### src/rtl/heater_scan_pkg.sv
// Package: shared defaults and the transfer target encoding for the heater
// scanner. Assumes nothing beyond a single clock domain.
package heater_scan_pkg;
    localparam int DEF_GROUPS = 16;
    localparam int DEF_RINGS  = 28;

    typedef enum logic {
        XFER_RING  = 1'b0,
        XFER_GROUP = 1'b1
    } xfer_target_e;
endpackage

### src/rtl/heater_sipo.sv
// Module: serial-to-parallel register fed one bit per shift strobe.
// Assumes shift_en is a synchronous enable in the clk domain.
module heater_sipo #(
    parameter int WIDTH = 28
) (
    input  logic             clk,
    input  logic             rst_n,
    input  logic             shift_en,
    input  logic             ser_data,
    output logic [WIDTH-1:0] word_q
);
    // Shift the new bit into bit 0, older bits move up one place.
    always_ff @(posedge clk) begin
        if (!rst_n)
            word_q <= '0;
        else if (shift_en)
            word_q <= {word_q[WIDTH-2:0], ser_data};
    end

    a_r2_shift_in: assert property (@(posedge clk) disable iff (!rst_n)
        shift_en |=> (word_q[0] == $past(ser_data)) &&
                     (word_q[WIDTH-1:1] == $past(word_q[WIDTH-2:0])));
    a_r2_hold: assert property (@(posedge clk) disable iff (!rst_n)
        !shift_en |=> $stable(word_q));
endmodule

### src/rtl/heater_token.sv
// Module: one-hot group token with sequential advance, direct placement and
// a wrap pulse. Assumes adv and place are never high together (decoded by top).
module heater_token #(
    parameter int GROUPS = 16,
    parameter int IDX_W  = 5
) (
    input  logic              clk,
    input  logic              rst_n,
    input  logic              clear,
    input  logic              adv,
    input  logic              place,
    input  logic [IDX_W-1:0]  place_idx,
    output logic [GROUPS-1:0] token_q,
    output logic              wrap_pulse
);
    localparam logic [IDX_W-1:0] IDX_LIMIT = IDX_W'(GROUPS);
    localparam logic [GROUPS-1:0] TOKEN_HOME = GROUPS'(1);

    logic [GROUPS-1:0] placed;
    logic              idx_ok;

    // Decode the requested group number into a one-hot word.
    generate
        for (genvar g = 0; g < GROUPS; g++) begin : g_dec
            assign placed[g] = (place_idx == IDX_W'(g));
        end
    endgenerate

    // Range check for placement requests.
    assign idx_ok = (place_idx < IDX_LIMIT);

    // Token register: home on reset/clear, rotate on advance, jump on place.
    always_ff @(posedge clk) begin
        if (!rst_n || clear)
            token_q <= TOKEN_HOME;
        else if (adv)
            token_q <= {token_q[GROUPS-2:0], token_q[GROUPS-1]};
        else if (place && idx_ok)
            token_q <= placed;
    end

    // Wrap pulse: registered one cycle after an advance out of the last group.
    always_ff @(posedge clk) begin
        if (!rst_n || clear)
            wrap_pulse <= 1'b0;
        else
            wrap_pulse <= adv && token_q[GROUPS-1];
    end

    a_r4_onehot: assert property (@(posedge clk) disable iff (!rst_n)
        $onehot(token_q));
    a_r4_wrap_home: assert property (@(posedge clk) disable iff (!rst_n)
        (adv && !clear && token_q[GROUPS-1]) |=> token_q[0]);
    a_r5_pulse_cause: assert property (@(posedge clk) disable iff (!rst_n)
        wrap_pulse |-> $past(adv && token_q[GROUPS-1]));
    a_r5_single: assert property (@(posedge clk) disable iff (!rst_n)
        wrap_pulse |=> !wrap_pulse);
    a_r6_bad_idx: assert property (@(posedge clk) disable iff (!rst_n)
        (place && !adv && !clear && !idx_ok) |=> $stable(token_q));
endmodule

### src/rtl/heater_matrix.sv
// Module: AND of group token and ring pattern, registered into the heater
// enable word. Assumes ring_wr is already qualified by the setup phase.
module heater_matrix #(
    parameter int GROUPS = 16,
    parameter int RINGS  = 28
) (
    input  logic                     clk,
    input  logic                     rst_n,
    input  logic                     clear,
    input  logic                     ring_wr,
    input  logic [GROUPS-1:0]        token,
    input  logic [RINGS-1:0]         pattern,
    output logic [GROUPS*RINGS-1:0]  heat_q
);
    localparam int HEATERS = GROUPS * RINGS;

    logic [HEATERS-1:0] heat_next;
    logic [GROUPS-1:0]  grp_any;

    // One gated row per group: token bit masks the shared pattern.
    generate
        for (genvar g = 0; g < GROUPS; g++) begin : g_row
            assign heat_next[g*RINGS +: RINGS] = {RINGS{token[g]}} & pattern;
            assign grp_any[g] = |heat_q[g*RINGS +: RINGS];
        end
    endgenerate

    // Output latch: cleared in setup, loaded only on a ring transfer.
    always_ff @(posedge clk) begin
        if (!rst_n || clear)
            heat_q <= '0;
        else if (ring_wr)
            heat_q <= heat_next;
    end

    a_r10_one_group: assert property (@(posedge clk) disable iff (!rst_n)
        $onehot0(grp_any));
    a_r8_cleared: assert property (@(posedge clk) disable iff (!rst_n)
        clear |=> (heat_q == '0));
    a_r7_hold: assert property (@(posedge clk) disable iff (!rst_n)
        (!clear && !ring_wr) |=> $stable(heat_q));
endmodule

### src/rtl/heater_scan_top.sv
// Module: top of the heater array scanner. Decodes the two strobes and the
// target select into ring and group transfers and wires the serial register,
// token and output matrix. Assumes RINGS is at least the group index width.
module heater_scan_top
    import heater_scan_pkg::*;
#(
    parameter int GROUPS = DEF_GROUPS,
    parameter int RINGS  = DEF_RINGS
) (
    input  logic                    clk,
    input  logic                    rst_n,
    input  logic                    ser_data,
    input  logic                    shift_en,
    input  logic                    xfer_strobe,
    input  logic                    sel_group,
    input  logic                    setup_n,
    output logic [GROUPS*RINGS-1:0] heat_en,
    output logic                    scan_done
);
    localparam int IDX_W = $clog2(GROUPS) + 1;

    logic [RINGS-1:0]  word_q;
    logic [GROUPS-1:0] token_q;
    logic              xfer_ok;
    logic              ring_wr;
    logic              grp_wr;
    logic              in_setup;
    xfer_target_e      target;

    // Strobe decode: transfers only count outside the setup phase.
    assign target   = xfer_target_e'(sel_group);
    assign in_setup = !setup_n;
    assign xfer_ok  = xfer_strobe && setup_n;
    assign ring_wr  = xfer_ok && (target == XFER_RING);
    assign grp_wr   = xfer_ok && (target == XFER_GROUP);

    heater_sipo #(.WIDTH(RINGS)) u_sipo (
        .clk      (clk),
        .rst_n    (rst_n),
        .shift_en (shift_en),
        .ser_data (ser_data),
        .word_q   (word_q)
    );

    heater_token #(.GROUPS(GROUPS), .IDX_W(IDX_W)) u_token (
        .clk        (clk),
        .rst_n      (rst_n),
        .clear      (in_setup),
        .adv        (ring_wr),
        .place      (grp_wr),
        .place_idx  (word_q[IDX_W-1:0]),
        .token_q    (token_q),
        .wrap_pulse (scan_done)
    );

    heater_matrix #(.GROUPS(GROUPS), .RINGS(RINGS)) u_matrix (
        .clk     (clk),
        .rst_n   (rst_n),
        .clear   (in_setup),
        .ring_wr (ring_wr),
        .token   (token_q),
        .pattern (word_q),
        .heat_q  (heat_en)
    );

    a_r8_no_done: assert property (@(posedge clk) disable iff (!rst_n)
        !setup_n |=> !scan_done);
    a_r6_group_keeps_heat: assert property (@(posedge clk) disable iff (!rst_n)
        (grp_wr) |=> $stable(heat_en));
endmodule

### config.mk
export PLATFORM = sky130hd
export DESIGN_NAME = heater_scan_top
export DESIGN_NICKNAME = d
export VERILOG_FILES = /design/src/rtl/heater_scan_pkg.sv /design/src/rtl/heater_sipo.sv /design/src/rtl/heater_token.sv /design/src/rtl/heater_matrix.sv /design/src/rtl/heater_scan_top.sv
export SDC_FILE = /design/constraint.sdc
export NUM_CORES = 1
export LEC_CHECK = 0
export CORE_MARGIN = 2
export CORE_UTILIZATION = 35
export CTS_CLUSTER_DIAMETER = 200
export DETAILED_ROUTE_END_ITERATION = 10
export DONT_BUFFER_PORTS = 1
export GPL_ROUTABILITY_DRIVEN = 0
export HOLD_SLACK_MARGIN = 0.03
export PLACE_DENSITY = 0.48
export SYNTH_ARGS = -nofsm -noshare
export SYNTH_HDL_FRONTEND = slang
export SYNTH_SLANG_ARGS = --single-unit
### constraint.sdc
create_clock -name clk -period 1.3 [get_ports clk]
set_input_delay 0.13 -clock clk [delete_from_list [all_inputs] [get_ports clk]]
set_output_delay 0.13 -clock clk [all_outputs]
set_load 0.05 [all_outputs]
==> flow_summary_export.csv, run 1 <==
group,metric,value,unit
floorplanning,pin_count,456,
grt,grt_pass1_vias,16100,
synth,yosys.area.top_type,"dfxtp_1",
sta,whs,-0.330,ns
floorplanning,fp.coreArea,51300,um^2
drt,wl,69300,um
synth,synth_fa_ha_area_frac,0,
drt,first_iter_violations,1662,
worst_setup_path,crit_end,"heat_en[79]",
worst_setup_path,cp_max_fo,2,
worst_setup_path,critical_path.cell_chain,"buf_6",
layout,syn_to_final_growth,44.0,%
grt,grt_pass1_wl,102000,um
clock_tree,clock_latency,0.60,ns
grt,grt_max_degree,112,
worst_setup_path,rr_startpoint,"u_sipo.word_q[1]$_SDFFE_PN0P_",
pwr,totalPowerFinal,30.9,mW
synth,synthSimpleGateAreaFrac,0.227,
sta,worstMarginPinSlew,0.914,ns
worst_setup_path,startpoint,"u_matrix.heat_q[79]$_SDFFE_PP0P_",
pwr,p_leak,9.38,nW
layout,n_antenna_cell,0,
worst_hold_path,whs_path_depth,1,
floorplanning,die_area,53800,um^2
drt,routed_via_density,5.27,
worst_setup_path,critPathKind,"reg2out",
layout,fin_area,26200,um^2
pwr,ir_worst_vdd,0.929,mV
worst_setup_path,r2r_end,"u_token.token_q[6]$_SDFFE_PP0P_",
pwr,power_density,1180,nW/um^2
clock_tree,clock_path_buffers,3,
grt,grt_usage,0.247,
floorplanning,std_cell_rows,83,
synth,syn_nets,2192,
clock_tree,cts_inserted_buffers,53,
worst_setup_path,worstSetupStartpointType,"flip-flop",
placement,dp_hpwl,44900,um
clock_tree,root_buffer,"clkbuf_16",
synth,yosysWarnings,0,
synth,ys_types,30,
drt,drc,0,
worst_hold_path,hold_class,"in2reg",
sta,setup_viol,0,
placement,placed_area,22600,um^2
placement,port-buffer-count,0,
worst_setup_path,reg2reg_depth,4,
synth,yosys.area_share.xor_xnor,0,
sta,fin_worst_skew,0.0206,ns
synth,yosysSeqAreaShare,0.543,
drt,vias,17300,
floorplanning,die_h,232,um
worst_setup_path,required,1.17,ns
sta,setup_tns,0,ns
floorplanning,initial_utilization,0.354,
sta,fin_crit,1.27,ns
synth,synth_compound_area_frac,0.140,
worst_setup_path,rrSetupSlack,0.06,ns
sta,slew_violations,0,
synth,synth_area,18200,um^2
status,status,"finished, violations left",
sta,max_slew_margin,0.389,
clock_tree,postCtsHoldBufs,7,
clock_tree,cts_tree,"yes",
sta,fin_crit_sh,0.979,
sta,finalHoldViolations,35,
worst_setup_path,path_buf_inv,1,
clock_tree,htree_num_levels,2,
flow_run,max-cap-violations,0,
grt,overflow,0,
sta,fmax,786,MHz
worst_setup_path,max_stage_delay,0.37,ns
sta,fin_ws,0.0277,ns
worst_setup_path,cp.arrival,1.14,ns
worst_setup_path,critical_path.top_delay_family,"flip-flops",
status,violations,"hold timing",
grt,antenna_found_initial,0,
synth,synthCells,2185,
clock_tree,cts_setup_buffers,0,
floorplanning,die_w,232,um
drt,dr.pass1.iters,5,
synth,synth_top_family_by_area,"simple AND/OR/NAND/NOR gates",
drt,postRouteAntennaNets,0,
synth,synth_area_per_cell,8.32,um^2
layout,fin_nets,2568,
worst_setup_path,cp.depth,1,
layout,num-fill-cells,4764,
synth,netlist.area_leader.share,0.543,
drt,wire_per_inst,21.1,um
worst_setup_path,crit_path_end_kind,"output pin",
clock_tree,cts.sinks,493,
synth,synth_seq_cells,493,
synth,ys_top_cells_by_area,"dfxtp_1 54%, nand3_1 12%, a21oi_1 12%",
worst_setup_path,cp_slowest_cell,"dfxtp_1",
clock_tree,path_clk_slew,0.06,ns
layout,layout-drive-gt1-share,0.326,
synth,synth_mux_area_frac,0.0154,
placement,place_ws,-0.00821,ns
[layer usage]
metal / track usage / part of all wire
met1: 0.329 / 0.42
met2: 0.392 / 0.47
met3: 0.0570 / 0.080
met4: 0.0829 / 0.032
met5: 0 / 0
[through the flow]
| stage | instances | utilization |
|---|---|---|
| floorplan | 2185 | - |
| detailed placement | 3179 | 0.441 |
| global route | 3281 | 0.510 |
| finish | 3281 | 0.510 |
| CTS | 3281 | 0.498 |
| global placement | 3179 | 0.441 |
[final cells by class]
type	instances	area, um^2	area share
clock buffers	79	1520	0.0583
clock inverters	16	151	0.00579
multi-input cells	1431	6990	0.267
flip-flops and latches	493	10100	0.386
well taps	680	851	0.0325
repair buffers	582	6540	0.250
[logic make-up after synthesis]
| logic type | Yosys count |
|---|---|
| simple gates | 920 |
| buf+inv | 261 |
| flops | 493 |
| mux | 28 |
| compound gates | 483 |
[placed cells by master (no fill, tap or decap), types with 2 or more instances in the layout]
cell type / instances
nor2b_1: 31
nand4_1: 3
and2_1: 3
clkbuf_8: 10
clkinv_4: 2
dfxtp_2: 185
clkbuf_1: 16
dfxtp_1: 308
bufinv_16: 2
dlygate4sd3_1: 7
nand3_1: 430
a22o_1: 28
clkbuf_16: 53
inv_6: 3
nand2b_1: 2
nor2_1: 2
buf_4: 119
mux2i_1: 28
buf_12: 50
a21oi_1: 423
a31oi_1: 13
buf_6: 405
nand2_1: 436
nor2b_2: 2
clkinv_2: 8
o21ai_0: 15
[flip-flops by register name, indices dropped and copies added (netlist names)]
register            count
u_sipo.word_q          28
u_matrix.heat_q       448
u_token.token_q        16
u_token.wrap_pulse      1
[what timing repair did]
action                                  in CTS  in global routing
endpoints found under the setup margin     287                217
gates resized for setup                    368                229
endpoints found under the hold margin       57                 36
[report_power, final]
part           total [mW]  switching [mW]  internal, mW
logic                1.05           0.761         0.288
clock network        14.8            6.28          8.49
registers            15.1          0.0125          15.1
[cells in the mapped netlist]
cell type	instances
nand2b_1	2
nand4b_1	1
buf_6	34
and3_1	1
and3b_1	2
nor3_1	1
buf_1	46
buf_4	8
and2_1	3
nand3b_1	1
clkbuf_1	114
nor2_2	1
a31oi_1	13
and4b_1	1
dfxtp_1	493
o21ai_0	15
a21boi_0	1
nor2b_1	33
o211ai_1	1
mux2i_1	28
buf_2	59
nand2_1	437
nor2_1	3
nand4_1	3
a21oi_1	423
or4b_1	1
a32oi_1	1
nand3_1	430
a22o_1	28
a311oi_1	1
[worst min path at each step]
stage / start / endpoint / slack [ns]
4_1_cts: rst_n / u_sipo.word_q[10]$_SDFFE_PN0P_ / -0.36
3_5_place_dp: rst_n / u_sipo.word_q[2]$_SDFFE_PN0P_ / 0.27
2_1_floorplan: ser_data / u_sipo.word_q[0]$_SDFFE_PN0P_ / 0.30
5_1_grt: rst_n / u_sipo.word_q[7]$_SDFFE_PN0P_ / -0.35
6_report: rst_n / u_sipo.word_q[4]$_SDFFE_PN0P_ / -0.33
3_3_place_gp: rst_n / u_sipo.word_q[4]$_SDFFE_PN0P_ / 0.27
No activity file was read; power rests on OpenSTA's default activity.
==> run 2: changes to the inputs <==
- SETUP_SLACK_MARGIN: default -> 0.4
==> flow_summary_export.csv, run 2 (synthesis results as in run 1) <==
group,metric,value,unit
pwr,seqPwrFrac,0.463,
floorplanning,fp.coreArea,51300,um^2
sta,fin_worst_skew,0.0255,ns
flow_run,max-cap-violations,0,
drt,dr.pass1.iters,5,
floorplanning,die_w,232,um
clock_tree,postCtsHoldBufs,5,
worst_setup_path,path_buf_inv,1,
sta,worstMarginPinSlew,0.978,ns
pwr,power_density,1030,nW/um^2
layout,n_antenna_cell,0,
clock_tree,clock_latency,0.60,ns
worst_hold_path,holdPathEnd,"u_sipo.word_q[14]$_SDFFE_PN0P_",
floorplanning,die_h,232,um
sta,whs,-0.291,ns
worst_setup_path,cp_max_fo,2,
pwr,switching_share,0.226,
worst_setup_path,max_stage_delay,0.37,ns
placement,place_ws,0.0000123,ns
floorplanning,initial_utilization,0.354,
sta,finalHoldViolations,45,
layout,seq_area,10600,um^2
sta,setup_tns,0,ns
pwr,p_leak,10.8,nW
layout,final_common_cell,"nand2_1",
worst_setup_path,critical_path.cell_chain,"buf_8",
clock_tree,cts.sinks,493,
worst_setup_path,r2r_end,"u_token.token_q[11]$_SDFFE_PP0P_",
worst_setup_path,rrSetupSlack,0.07,ns
placement,port-buffer-count,0,
drt,vias,17900,
worst_hold_path,hold_class,"in2reg",
pwr,ir_worst_vdd,0.916,mV
grt,grt_pass1_vias,16800,
clock_tree,cts_tree,"yes",
worst_setup_path,critical_path.top_delay_family,"flip-flops",
worst_setup_path,worstSetupStartpointType,"flip-flop",
layout,top_regs,"u_matrix.heat_q x448, u_sipo.word_q x28, u_token.token_q x16",
layout,top_register,"u_matrix.heat_q",
drt,postRouteAntennaNets,0,
grt,grt_pass1_wl,104000,um
sta,fin_ws,0.0387,ns
pwr,p_clk_frac,0.499,
sta,max_slew_margin,0.348,
worst_setup_path,rr_startpoint,"u_sipo.word_q[3]$_SDFFE_PN0P_",
grt,antenna_found_initial,0,
drt,drc,0,
status,violations,"hold timing",
sta,fin_crit,1.26,ns
floorplanning,pin_count,456,
pwr,p_sw,7.32,mW
sta,slew_violations,0,
worst_hold_path,hold_start,"shift_en",
sta,fmax,793,MHz
grt,grt_usage,0.249,
sta,rsz0062_at_grt,"yes",
pwr,comb_power_share,0.037,
grt,grt.busiest_layer,"met2",
clock_tree,htree_num_levels,2,
layout,final_cell_mix,"435 x nand2_1, 421 x a21oi_1, 409 x dfxtp_2",
drt,wire_per_inst,21.8,um
worst_setup_path,crit_path_end_kind,"output pin",
drt,wl,73900,um
drt,first_iter_violations,1395,
clock_tree,cts_inserted_buffers,54,
layout,fin_nets,2677,
status,status,"finished, violations left",
worst_setup_path,cp_slowest_cell,"dfxtp_2",
sta,fin_crit_sh,0.970,
grt,grtUsageMet3,0.0571,
clock_tree,root_buffer,"clkbuf_16",
placement,placed_area,24300,um^2
clock_tree,path_clk_slew,0.06,ns
grt,gr-usage-met1,0.321,
layout,num-fill-cells,4210,
layout,largest_reg_flops,448,
floorplanning,std_cell_rows,83,
clock_tree,clock_path_buffers,3,
layout,layout-drive-gt1-share,0.574,
worst_setup_path,cp.arrival,1.13,ns
layout,multiInputGateArea,8570,um^2
grt,overflow,0,
layout,fin_area,31300,um^2
floorplanning,die_area,53800,um^2
drt,routed_via_density,5.29,
worst_hold_path,whs_path_depth,2,
placement,dp_hpwl,45100,um
worst_setup_path,critPathKind,"reg2out",
sta,setup_viol,0,
worst_setup_path,reg2reg_depth,3,
pwr,internal_power,25.1,mW
grt,met2_usage,0.406,
grt,grt_max_degree,112,
layout,fin_util,0.610,
layout,syn_to_final_growth,72.3,%
worst_setup_path,required,1.17,ns
==> run 2: routing by layer <==
metal  wire length, um  vias up
met5                 0        -
met4              2090        0
met3              5280      123
met2             35700      673
met1             30800     8732
li1                  -     8401
==> run 2: metrics by stage <==
step | total power, mW | cells
2_1_floorplan | 16.4 | 2185
3_3_place_gp | 16.6 | 3175
3_5_place_dp | 16.6 | 3175
4_1_cts | 32.6 | 3299
5_1_grt | 33.3 | 3392
6_report | 32.4 | 3392
==> run 2: power by group through the flow <==
stage          clock network, mW  logic [mW]  registers [mW]
4_1_cts                     16.4        1.17            15.1
5_1_grt                     17.0        1.28            15.0
3_5_place_dp                   0        1.13            15.5
6_report                    16.2        1.21            15.0
2_1_floorplan                  0       0.912            15.5
3_3_place_gp                   0        1.12            15.5
==> run 2: repair_timing <==
item | in CTS | in global routing
setup endpoints to repair | 787 | 928
buffers inserted | 21 | 82
pin swaps | 1 | 9
resized for setup | 925 | 493
cloned | 0 | 11
endpoints found under the hold margin | 69 | 44
==> run 2: cell type report <==
type / count / area share
clock inverter: 18 / 0.00728
sequential: 493 / 0.339
multi-input combinational: 1435 / 0.274
clock buffer: 80 / 0.0527
tap: 680 / 0.0272
timing repair buffer: 686 / 0.300
==> run 2: worst max path at each step <==
stage	startpoint	slack [ns]	cells past startpoint	endpoint
3_5_place_dp	u_sipo.word_q[4]$_SDFFE_PN0P_	0.00001	3	u_token.token_q[4]$_SDFFE_PP0P_
3_3_place_gp	u_sipo.word_q[4]$_SDFFE_PN0P_	-0.06	3	u_token.token_q[4]$_SDFFE_PP0P_
5_1_grt	u_matrix.heat_q[427]$_SDFFE_PP0P_	0.01	1	heat_en[427]
6_report	u_matrix.heat_q[427]$_SDFFE_PP0P_	0.04	1	heat_en[427]
2_1_floorplan	u_sipo.word_q[4]$_SDFFE_PN0P_	0.16	5	u_token.token_q[2]$_SDFFE_PP0P_
4_1_cts	u_matrix.heat_q[120]$_SDFFE_PP0P_	0.01	1	heat_en[120]
==> run 3: changes to the inputs <==
- REMOVE_ABC_BUFFERS: default -> 1
==> flow_summary_export.csv, run 3 (synthesis results as in run 1) <==
group,metric,value,unit
drt,dr.pass1.iters,5,
grt,grt_usage,0.240,
layout,layout-drive-gt1-share,0.546,
grt,overflow,0,
grt,antenna_found_initial,1,
worst_setup_path,required,1.17,ns
clock_tree,cts.sinks,493,
clock_tree,cts_inserted_buffers,53,
layout,largest_reg_flops,448,
layout,fin_nets,2672,
floorplanning,std_cell_rows,83,
worst_setup_path,critical_path.cell_chain,"buf_6",
clock_tree,cts_tree,"yes",
worst_setup_path,max_stage_delay,0.37,ns
sta,fin_crit_sh,0.977,
placement,port-buffer-count,0,
placement,placedCellCount,3176,
sta,worstMarginPinSlew,0.494,ns
worst_setup_path,worstSetupStartpointType,"flip-flop",
layout,final_cell_mix,"436 x nand2_1, 357 x dfxtp_2, 279 x nand3_1",
floorplanning,die_w,232,um
grt,grt_pass1_vias,16200,
drt,drc,0,
worst_setup_path,crit_path_end_kind,"output pin",
clock_tree,htree_num_levels,2,
sta,fin_worst_skew,0.0164,ns
layout,stdcell_count,3384,
layout,n_antenna_cell,0,
floorplanning,pin_count,456,
worst_setup_path,cp_slowest_cell,"dfxtp_1",
sta,setup_tns,0,ns
floorplanning,fp.coreArea,51300,um^2
status,violations,"hold timing",
sta,whs,-0.283,ns
clock_tree,root_buffer,"clkbuf_16",
clock_tree,clock_latency,0.61,ns
drt,first_iter_violations,1692,
clock_tree,path_clk_slew,0.06,ns
clock_tree,clock_path_buffers,3,
pwr,ir_worst_vdd,1.24,mV
worst_hold_path,hold_class,"in2reg",
worst_setup_path,cp.arrival,1.14,ns
drt,wire_per_inst,25.1,um
sta,rsz0062_at_grt,"yes",
sta,finalHoldViolations,34,
drt,routed_via_density,5.47,
floorplanning,die_area,53800,um^2
worst_setup_path,rrSetupSlack,0.09,ns
sta,fin_crit,1.27,ns
layout,fin_util,0.617,
flow_run,max-cap-violations,0,
placement,dp_hpwl,42400,um
drt,vias,18500,
layout,final_common_cell,"nand2_1",
sta,slew_violations,0,
sta,fin_ws,0.0298,ns
sta,max_slew_margin,0.669,
grt,grt_max_degree,62,
worst_setup_path,path_buf_inv,1,
drt,postRouteAntennaNets,0,
sta,fmax,787,MHz
grt,grt_pass1_wl,99800,um
pwr,power_density,1010,nW/um^2
floorplanning,initial_utilization,0.354,
worst_setup_path,cp_max_fo,2,
layout,top_regs,"u_matrix.heat_q x448, u_sipo.word_q x28, u_token.token_q x16",
sta,setup_viol,0,
status,status,"finished, violations left",
worst_setup_path,critical_path.top_delay_family,"flip-flops",
floorplanning,die_h,232,um
drt,wl,84900,um
pwr,p_leak,10.8,nW
layout,syn_to_final_growth,74.2,%
worst_setup_path,critPathKind,"reg2out",
layout,top_register,"u_matrix.heat_q",
placement,place_ws,-0.00122,ns
==> run 3: changes by cell type in the layout (fill, tap and decap cells not counted), sizes merged <==
cell,before,now
and3,4,1
and3b,2,3
and4b,2,1
buf,676,631
bufinv,5,1
clkbuf,86,131
clkinv,10,8
clkinvlp,2,0
dlygate4sd3,3,5
dlymetal6s2s,0,1
dlymetal6s4s,1,0
inv,1,2
==> run 3: what timing repair did <==
action | in CTS | in global routing
gates cloned | 0 | 58
pin swaps | 1 | 162
gates resized for setup | 940 | 623
hold buffers | 5 | 4
buffers inserted | 17 | 30
endpoints found under the setup margin | 819 | 924
hold endpoints to repair | 74 | 37
==> run 3: cell type report <==
type	instances	area (um^2)
Clock buffer	83	1670
Clock inverter	11	87.6
Fill cell	4114	19600
Multi-Input combinational cell	1432	8790
Sequential cell	493	10500
Tap cell	680	851
Timing Repair Buffer	685	9770
==> run 3: through the flow <==
| stage | instance area (um^2) | hold WS [ns] | power (mW) |
|---|---|---|---|
| finish | 31700 | -0.283 | 31.9 |
| global route | 31700 | -0.281 | 32.8 |
| CTS | 27500 | -0.299 | 31.7 |
| detailed placement | 22800 | 0.275 | 16.6 |
| global placement | 22800 | 0.272 | 16.5 |
| floorplan | 16800 | 0.258 | 16.0 |
==> run 3: final timing paths <==
kind | startpoint | end | cells past startpoint
min | shift_en | u_sipo.word_q[7]$_SDFFE_PN0P_ | 2
max reg2reg | u_sipo.word_q[2]$_SDFFE_PN0P_ | u_token.token_q[11]$_SDFFE_PP0P_ | 3
min reg2reg | u_matrix.heat_q[164]$_SDFFE_PP0P_ | u_matrix.heat_q[164]$_SDFFE_PP0P_ | 2
max | u_matrix.heat_q[184]$_SDFFE_PP0P_ | heat_en[184] | 1
==> run 3: where the power goes <==
part / internal, mW / switching, mW
logic: 0.514 / 1.07
clock network: 8.97 / 6.32
registers: 15.0 / 0.0373
==> run 3: routing by layer <==
metal | vias to the layer above | GRT usage | wire (um)
met5 | - | 0 | 0
met4 | 0 | 0.0781 | 2500
met3 | 146 | 0.0487 | 6990
met2 | 825 | 0.382 | 40600
met1 | 9112 | 0.324 | 34800
li1 | 8420 | - | -
